$ cat src/rtl/pgx_pkg.sv
package pgx_pkg;
   // flag positions inside the flag field that sits above the frame number
   localparam int FLG_UNMAPPED = 0;
   localparam int FLG_WRITE    = 1;
   localparam int FLG_EXEC     = 2;
   localparam int FLG_KONLY    = 3;
   localparam int FLG_USED     = 4;

   typedef enum logic [1:0] {
      FLT_NONE = 2'b00,
      FLT_PAGE = 2'b01,
      FLT_PROT = 2'b10
   } fault_e;

   typedef enum logic [1:0] {
      ST_IDLE  = 2'b00,
      ST_ISSUE = 2'b01,
      ST_WAIT  = 2'b10
   } state_e;
endpackage

$ cat src/rtl/pgx_base_reg.sv
module pgx_base_reg #(
   parameter int PA_W = 19
) (
   input  logic            clk,
   input  logic            rst_n,
   input  logic            kernel_mode,
   input  logic            wr_en,
   input  logic [PA_W-1:0] wr_data,
   output logic [PA_W-1:0] base,
   output logic            denied
);
   always_ff @(posedge clk) begin
      if (!rst_n) begin
         base   <= '0;
         denied <= 1'b0;
      end else begin
         if (wr_en && kernel_mode) base <= wr_data;
         denied <= wr_en && !kernel_mode;
      end
   end
endmodule

$ cat src/rtl/pgx_pte_check.sv
module pgx_pte_check
   import pgx_pkg::*;
#(
   parameter int PTE_W = 16,
   parameter int PPN_W = 10,
   parameter int OFF_W = 9,
   localparam int PA_W = PPN_W + OFF_W
) (
   input  logic [PTE_W-1:0] entry,
   input  logic [OFF_W-1:0] offset,
   input  logic [1:0]       kind,
   input  logic             kernel,
   output logic [PA_W-1:0]  paddr,
   output logic [1:0]       fault
);
   logic [FLG_USED-1:0] flags;
   logic                is_store;
   logic                is_fetch;

   assign flags    = entry[PPN_W +: FLG_USED];
   assign is_store = kind[1];
   assign is_fetch = (kind == 2'b00);

   generate
      if (PTE_W > PPN_W + FLG_USED) begin : g_rsv
         logic unused_rsv;
         assign unused_rsv = ^entry[PTE_W-1:PPN_W+FLG_USED];
      end
   endgenerate

   always_comb begin
      fault = FLT_NONE;
      paddr = '0;
      if (flags[FLG_UNMAPPED])
         fault = FLT_PAGE;
      else if (flags[FLG_KONLY] && !kernel)
         fault = FLT_PROT;
      else if (is_store && !flags[FLG_WRITE])
         fault = FLT_PROT;
      else if (is_fetch && !flags[FLG_EXEC])
         fault = FLT_PROT;
      else
         paddr = {entry[PPN_W-1:0], offset};
   end
endmodule

$ cat src/rtl/pgx_ctrl.sv
module pgx_ctrl
   import pgx_pkg::*;
#(
   parameter int VA_W = 16,
   parameter int PN_W = 7,
   parameter int PA_W = 19,
   localparam int OFF_W = VA_W - PN_W
) (
   input  logic             clk,
   input  logic             rst_n,
   input  logic             req_valid,
   input  logic [VA_W-1:0]  req_vaddr,
   input  logic [1:0]       req_kind,
   input  logic             kernel_mode,
   input  logic [PA_W-1:0]  base,
   output logic             req_ready,
   output logic             mem_rd_en,
   output logic [PA_W-1:0]  mem_rd_addr,
   input  logic             mem_rd_valid,
   output logic [OFF_W-1:0] cap_off,
   output logic [1:0]       cap_kind,
   output logic             cap_kernel,
   input  logic [PA_W-1:0]  chk_paddr,
   input  logic [1:0]       chk_fault,
   output logic             rsp_valid,
   output logic [PA_W-1:0]  rsp_paddr,
   output logic [1:0]       rsp_fault
);
   state_e           state;
   logic [PA_W-1:0]  tbl_off;

   assign tbl_off   = {{(PA_W-PN_W-1){1'b0}}, req_vaddr[VA_W-1 -: PN_W], 1'b0};
   assign req_ready = (state == ST_IDLE);
   assign mem_rd_en = (state == ST_ISSUE);

   always_ff @(posedge clk) begin
      if (!rst_n) begin
         state       <= ST_IDLE;
         mem_rd_addr <= '0;
         cap_off     <= '0;
         cap_kind    <= '0;
         cap_kernel  <= 1'b0;
         rsp_valid   <= 1'b0;
         rsp_paddr   <= '0;
         rsp_fault   <= FLT_NONE;
      end else begin
         rsp_valid <= 1'b0;
         case (state)
            ST_IDLE: if (req_valid) begin
               mem_rd_addr <= base + tbl_off;
               cap_off     <= req_vaddr[OFF_W-1:0];
               cap_kind    <= req_kind;
               cap_kernel  <= kernel_mode;
               state       <= ST_ISSUE;
            end
            ST_ISSUE: state <= ST_WAIT;
            ST_WAIT: if (mem_rd_valid) begin
               rsp_valid <= 1'b1;
               rsp_paddr <= chk_paddr;
               rsp_fault <= chk_fault;
               state     <= ST_IDLE;
            end
            default: state <= ST_IDLE;
         endcase
      end
   end
endmodule

$ cat src/rtl/page_xlate.sv
module page_xlate #(
   parameter int VA_W  = 16,
   parameter int PN_W  = 7,
   parameter int PPN_W = 10,
   parameter int PTE_W = 16
) (
   input  logic                         clk,
   input  logic                         rst_n,
   input  logic                         kernel_mode,
   input  logic                         base_wr_en,
   input  logic [PPN_W+VA_W-PN_W-1:0]   base_wr_data,
   output logic                         base_wr_denied,
   input  logic                         req_valid,
   output logic                         req_ready,
   input  logic [VA_W-1:0]              req_vaddr,
   input  logic [1:0]                   req_kind,
   output logic                         rsp_valid,
   output logic [PPN_W+VA_W-PN_W-1:0]   rsp_paddr,
   output logic [1:0]                   rsp_fault,
   output logic                         mem_rd_en,
   output logic [PPN_W+VA_W-PN_W-1:0]   mem_rd_addr,
   input  logic                         mem_rd_valid,
   input  logic [PTE_W-1:0]             mem_rd_data
);
   localparam int OFF_W = VA_W - PN_W;
   localparam int PA_W  = PPN_W + OFF_W;

   generate
      if (PN_W < 1 || PN_W >= VA_W) begin : g_bad_pn
         $error("page number width must lie inside the virtual address");
      end
      if (PTE_W < PPN_W + pgx_pkg::FLG_USED) begin : g_bad_pte
         $error("entry too narrow for frame number and flags");
      end
      if (PA_W <= PN_W) begin : g_bad_pa
         $error("physical address too narrow to index the table");
      end
   endgenerate

   logic [PA_W-1:0]  base;
   logic [OFF_W-1:0] cap_off;
   logic [1:0]       cap_kind;
   logic             cap_kernel;
   logic [PA_W-1:0]  chk_paddr;
   logic [1:0]       chk_fault;

   pgx_base_reg #(.PA_W(PA_W)) u_base (
      .clk         (clk),
      .rst_n       (rst_n),
      .kernel_mode (kernel_mode),
      .wr_en       (base_wr_en),
      .wr_data     (base_wr_data),
      .base        (base),
      .denied      (base_wr_denied)
   );

   pgx_ctrl #(.VA_W(VA_W), .PN_W(PN_W), .PA_W(PA_W)) u_ctrl (
      .clk          (clk),
      .rst_n        (rst_n),
      .req_valid    (req_valid),
      .req_vaddr    (req_vaddr),
      .req_kind     (req_kind),
      .kernel_mode  (kernel_mode),
      .base         (base),
      .req_ready    (req_ready),
      .mem_rd_en    (mem_rd_en),
      .mem_rd_addr  (mem_rd_addr),
      .mem_rd_valid (mem_rd_valid),
      .cap_off      (cap_off),
      .cap_kind     (cap_kind),
      .cap_kernel   (cap_kernel),
      .chk_paddr    (chk_paddr),
      .chk_fault    (chk_fault),
      .rsp_valid    (rsp_valid),
      .rsp_paddr    (rsp_paddr),
      .rsp_fault    (rsp_fault)
   );

   pgx_pte_check #(.PTE_W(PTE_W), .PPN_W(PPN_W), .OFF_W(OFF_W)) u_chk (
      .entry  (mem_rd_data),
      .offset (cap_off),
      .kind   (cap_kind),
      .kernel (cap_kernel),
      .paddr  (chk_paddr),
      .fault  (chk_fault)
   );
endmodule

$ cat config.mk
export PLATFORM = sky130hd
export DESIGN_NAME = page_xlate
export DESIGN_NICKNAME = d
export VERILOG_FILES = /design/src/rtl/pgx_pkg.sv /design/src/rtl/pgx_base_reg.sv /design/src/rtl/pgx_pte_check.sv /design/src/rtl/pgx_ctrl.sv /design/src/rtl/page_xlate.sv
export SDC_FILE = /design/constraint.sdc
export NUM_CORES = 1
export LEC_CHECK = 0
export ABC_AREA = 1
export BUFFER_PORTS_ARGS = -buffer_cell sky130_fd_sc_hd__buf_2
export CORE_MARGIN = 2
export CORE_UTILIZATION = 30
export CTS_CLUSTER_DIAMETER = 200
export DETAILED_ROUTE_END_ITERATION = 12
export HOLD_SLACK_MARGIN = 0.08
export PLACE_DENSITY = 0.6
export SYNTH_ARGS = -nofsm -noshare
export SYNTH_HDL_FRONTEND = slang
export SYNTH_SLANG_ARGS = --single-unit
$ cat constraint.sdc
create_clock -name clk -period 3.13 [get_ports clk]
set_clock_uncertainty 0.2 [all_clocks]
set_input_delay 0 -clock clk [delete_from_list [all_inputs] [get_ports clk]]
set_output_delay 0 -clock clk [all_outputs]
set_load 0.02 [all_outputs]
======== After elaboration in Yosys (flattened, before gate mapping) ========
Index checks and enable logic that the tools add are counted.
Widths: inputs -> output; s select.
storage, ports and cells
  bits in registers ....................... 75
  input bits .............................. 59
  output and inout port bits .............. 44
operators by class
  add/sub/neg operators ................... 1
  equal/unequal tests ..................... 4
  mux-type cells .......................... 12
  reduce and logical (&&, ||, !) cells .... 15
operators by type and width
  operator            number
  $mux 19             4
  $add 19x8->19       1
  $mux 2              6
  $reduce_and 2->1    4
  $pmux 2 s3          1
  $logic_and 1x1->1   5
  $logic_not 1->1     4
  $logic_not 2->1     2
  $ne 2x2->1 const B  2
  $eq 2x1->1 const B  1
  $eq 2x2->1 const B  1
  $mux 1              1

======== Logic depth before layout (Yosys ltp) ========
  depth in word-level cells ............... 6
  gate-level depth with buffers ........... 13
  gate-level depth less buffers ........... 13

======== Cells and area by module ========
Synthesis repeated with hierarchy kept, for this count alone.
second synthesis, totals
  cells, all modules ...................... 568
  area, all modules ....................... 3,704.8 um^2
by module, submodules not included
  module         instances  cells an instance  area an instance (um^2)  seq. area each (um^2)
  pgx_ctrl       1          388                2,650.0                  1,101.1
  pgx_base_reg   1          124                813.3                    400.4
  pgx_pte_check  1          56                 241.5                    0.0

======== Worst setup path after synthesis ========
OpenSTA, ideal clock, no wires.
  path type ............................... register to register
  start ................................... register u_base.base[1]
  end ..................................... register u_ctrl.mem_rd_addr[13]
  library setup time ...................... 0.109 ns
  data arrival time ....................... 1.569 ns
  data required time ...................... 2.821 ns
  path slack .............................. 1.253 ns
  stages on the path, launching flop included .. 14
  buffers on the path ..................... 0
  cells stage by stage .................... dfxtp_1 > ha_1 > inv_1 > fa_1 > inv_1 > nand3_1 > nand3_1 > nand3_1 > nand2_2 > nand2_1 > nand2_1 > nand3_1 > nand2_1 > inv_1
on the way
  word-level cells in the longest chain between the ends .. 1
RTL lines
  element                 RTL line            source
  start, declared         pgx_base_reg.sv:9   output logic [PA_W-1:0] base,
  start signal, assigned  pgx_base_reg.sv:17  if (wr_en && kernel_mode) base <= wr_data;
  $add 19x8->19           pgx_ctrl.sv:50      mem_rd_addr <= base + tbl_off;
  end signal, assigned    pgx_ctrl.sv:50
  end, declared           pgx_ctrl.sv:18      output logic [PA_W-1:0] mem_rd_addr,
Every way passes these cells.
A chain may end at the register's enable or synchronous reset.

======== Final worst setup path ========
  start ................................... register u_ctrl.state[1]
  end ..................................... register u_ctrl.rsp_paddr[12]
on the way
  word-level cells in the longest chain between the ends .. 2
RTL lines
  element                            RTL line        source
  start, declared                    pgx_ctrl.sv:29  state_e state;
  start signal, assigned             pgx_ctrl.sv:38  state <= ST_IDLE;
  start signal, assigned             pgx_ctrl.sv:54  state <= ST_ISSUE;
  start signal, assigned             pgx_ctrl.sv:56  ST_ISSUE: state <= ST_WAIT;
  $eq 2x2->1                         pgx_ctrl.sv:48  case (state)
  $reduce_and 2->1 (no source line)  --
  end signal, assigned               pgx_ctrl.sv:59  rsp_paddr <= chk_paddr;
  end, declared                      pgx_ctrl.sv:26  output logic [PA_W-1:0] rsp_paddr,
Every way passes these cells.

==> impl_metrics.sql <==
INSERT INTO impl_metrics (metric_group, metric, value, unit) VALUES
('clock_tree', 'clk-insertion-delay-late', '330', 'ps'),
('placed_design', 'dp_hpwl', '6116', 'µm'),
('drt', 'detailroute.via_count', '3723', ''),
('floorplan', 'die_area', '12240', 'µm²'),
('floorplan', 'fp.dieW', '110.6', 'µm'),
('clock_tree', 'clk_path_buf_depth', '2', ''),
('logic_synthesis', 'synth_xor_area_share', '0.7704', '%'),
('logic_synthesis', 'synth_cells', '476', ''),
('clock_tree', 'cts-buffers-inserted', '9', ''),
('sta', 'fmax', '386.0', 'MHz'),
('final_layout', 'most_frequent_cells_in_the_layout', 'sky130_fd_sc_hd__dlygate4sd3_1, sky130_fd_sc_hd__buf_2, sky130_fd_sc_hd__nor2_1, sky130_fd_sc_hd__nand2_1, sky130_fd_sc_hd__dfxtp_1', ''),
('clock_tree', 'tritoncts_num_sinks', '75', ''),
('logic_synthesis', 'synth.top_cell.area_share', '44.02', '%'),
('sta', 'worst-slew-pin-transition', '656.4', 'ps'),
('global_route', 'grt_start_max_net_pins', '46', ''),
('logic_synthesis', 'synth_compound_gate_area_share', '12.40', '%'),
('sta', 'final-max-slew-violation-count', '0', ''),
('logic_synthesis', 'synth-adder-area-share', '3.155', '%'),
('drt', 'detail_route.vias_per_cell', '4.568', ''),
('drt', 'antenna_left', '0', ''),
('clock_tree', 'htreeDepth', '3', ''),
('worst_setup_path', 'setup.worst_path.end_class', 'register', ''),
('logic_synthesis', 'muxShareOfSynthArea', '0', '%'),
('final_layout', 'fillers', '1073', ''),
('logic_synthesis', 'post_synth_main_area_contributors', 'sky130_fd_sc_hd__dfxtp_1, sky130_fd_sc_hd__nor2_1, sky130_fd_sc_hd__nand2_1', ''),
('floorplan', 'pin_count', '103', ''),
('drt', 'post_drt_wl_per_cell', '11.88', 'µm'),
('floorplan', 'floorplan.initialDensity', '31.05', '%'),
('logic_synthesis', 'synth.lib_cells_used.distinct', '36', ''),
('floorplan', 'core_region_area', '10980', 'µm²'),
('worst_setup_path', 'criticalPathCategory', 'register to register', ''),
('power', 'ir_worst_vdd', '0.2374', 'mV'),
('power', 'p_leak', '2.431', 'nW'),
('sta', 'final.min_clock_period', '2591', 'ps'),
('final_layout', 'nNetsFinal', '737', ''),
('worst_setup_path', 'slowest_delay', '590', 'ps'),
('global_route', 'grt_pass1_vias', '3711', ''),
('worst_setup_path', 'critical-path-top-delay-family', 'simple AND/OR/NAND/NOR gates', ''),
('sta', 'timing.final.setup_violations', '0', ''),
('logic_synthesis', 'fraction_of_the_yosys_area_taken_by_sequential_cells', '44.02', '%'),
('sta', 'hold_violations', '0', ''),
('logic_synthesis', 'combinational_family_with_the_most_area_after_synthesis', 'simple AND/OR/NAND/NOR gates', ''),
('placed_design', 'gpl.final_weighted_congestion', '0.7865', ''),
('final_layout', 'antenna_cells', '0', ''),
('worst_setup_path', 'worstPathRequired', '3190', 'ps'),
('logic_synthesis', 'yosys_register_bits', '75', ''),
('clock_tree', 'clkTransAtPathRegs', '60', 'ps'),
('clock_tree', 'cts-root-buf', 'sky130_fd_sc_hd__clkbuf_16', ''),
('flow_run', 'max_cap_viol_count', '0', ''),
('worst_setup_path', 'start_kind', 'register', ''),
('logic_synthesis', 'synthArstFlopShare', '0', '%'),
('logic_synthesis', 'yosys_most_used_dff', 'sky130_fd_sc_hd__dfxtp_1', ''),
('floorplan', 'chipHeight', '110.6', 'µm'),
('logic_synthesis', 'ys_warn_count', '0', ''),
('sta', 'setup_ws_post_layout', '539.4', 'ps'),
('sta', 'finalCritPeriodShare', '82.77', '%'),
('final_layout', 'commonest_non_fill_non_tap_cell_in_the_layout', 'sky130_fd_sc_hd__dlygate4sd3_1', ''),
('logic_synthesis', 'yosys.area.top_type', 'sky130_fd_sc_hd__dfxtp_1', ''),
('drt', 'post-route-drc-count', '0', ''),
('final_layout', 'layout-drive-gt1-share', '20.59', '%'),
('sta', 'setup_repair_after_global_routing_missed_its_margin', 'false', ''),
('floorplan', 'std_cell_rows', '38', ''),
('logic_synthesis', 'post_synth.cell_area_avg', '7.165', 'µm²'),
('worst_setup_path', 'worstPathMaxFanout', '23', ''),
('placed_design', 'io_buffer_count', '100', ''),
('power', 'p_per_area', '472.3', 'nW/µm²'),
('drt', 'drt_pass1_iterations', '4', ''),
('logic_synthesis', 'synth_enable_flop_cells', '0', ''),
('logic_synthesis', 'syn-num-nets', '543', ''),
('sta', 'slew_headroom', '56.24', '%'),
('outcome', 'status', 'finished clean', '');
-- cells by family after synthesis --
| family | Yosys count |
|---|---|
| flip-flops | 75 |
| buffers and inverters | 67 |
| AND/OR/NAND/NOR | 244 |
| AO/OA/AOI/OAI | 79 |
| adder cells (fa/ha/maj) | 8 |
| XOR/XNOR | 3 |
-- state kept, by name, indices dropped and copies added, names as in the netlist --
name	flops
u_ctrl.state	2
u_ctrl.rsp_paddr	19
u_ctrl.cap_kind	2
u_ctrl.rsp_valid	1
u_ctrl.cap_kernel	1
u_ctrl.rsp_fault	2
u_base.denied	1
u_ctrl.cap_off	9
u_base.base	19
u_ctrl.mem_rd_addr	19
-- path summary, 6_finish.rpt --
| check | startpoint | end | slack (ps) | depth (start not counted) |
|---|---|---|---|---|
| worst max register to register | u_ctrl.state[1] | u_ctrl.rsp_paddr[12] | 540 | 5 |
| worst min-delay path | req_vaddr[14] | u_ctrl.mem_rd_addr[7] | 120 | 7 |
| worst max-delay path | u_ctrl.state[1] | u_ctrl.rsp_paddr[12] | 540 | 5 |
| worst min register to register | u_ctrl.cap_kind[1] | u_ctrl.cap_kind[1] | 270 | 2 |
-- report_power, final --
group	internal, W	total [W]	switching (W)
Combinational	0.000209	0.000445	0.000236
Sequential	0.00101	0.00105	0.0000334
Clock	0.000614	0.00102	0.000402
Total	0.00184	0.00251	0.000671
-- final cells by class --
cell class / instances / area (µm²) / share of cell area (%)
clock buffer: 9 / 225.2 / 4.243
clock inverter: 7 / 68.82 / 1.297
inverter: 46 / 175.2 / 3.300
tap: 140 / 175.2 / 3.300
multi-input combinational: 334 / 1628 / 30.67
sequential: 75 / 1501 / 28.29
timing repair buffer: 204 / 1534 / 28.90
-- metal layers --
metal / vias to the layer above / share of wire [%] / GRT usage, %
met4: 0 / 1.2 / 4.833
met2: 93 / 50 / 29.65
met1: 1689 / 44 / 19.15
li1: 1928 / - / -
met3: 13 / 5.0 / 3.238
met5: - / 0 / 0
-- cell usage after synthesis, drive strengths merged, types with 2 or more instances --
cell type,n
a211oi,2
a21oi,35
buf,14
clkbuf,7
clkinv,3
dfxtp,75
ha,7
inv,43
nand2,85
nand3,49
nand3b,2
nand4,4
nor2,97
nor3,5
o211ai,2
o21ai,38
xor2,2
-- per-stage QoR --
step,utilization (%),hold slack (ps),power (W),instance area (µm²),instances
6_report,48.33,118.9,0.002507,5308,815
5_1_grt,48.33,175.7,0.002638,5308,815
4_1_cts,48.33,114.1,0.002543,5308,815
3_5_place_dp,36.44,-8.380,0.001412,4003,698
3_3_place_gp,36.44,-19.80,0.001406,4003,698
2_1_floorplan,-,-128.0,0.001297,3411,476
-- worst reg2reg max path: stages (launching register included) --
cell,delay (ps)
sky130_fd_sc_hd__dfxtp_1,420
sky130_fd_sc_hd__nand3_2,450
sky130_fd_sc_hd__nor2_4,590
sky130_fd_sc_hd__nand3_1,140
sky130_fd_sc_hd__dlygate4sd3_1,590
sky130_fd_sc_hd__a21oi_1,130
-- timing repair --
action | CTS | global route
hold buffers | 101 | 0
gates resized for setup | 0 | 0
setup buffers | 0 | 0
hold endpoints to repair | 64 | 0
Power figures use the tool's default switching activity.
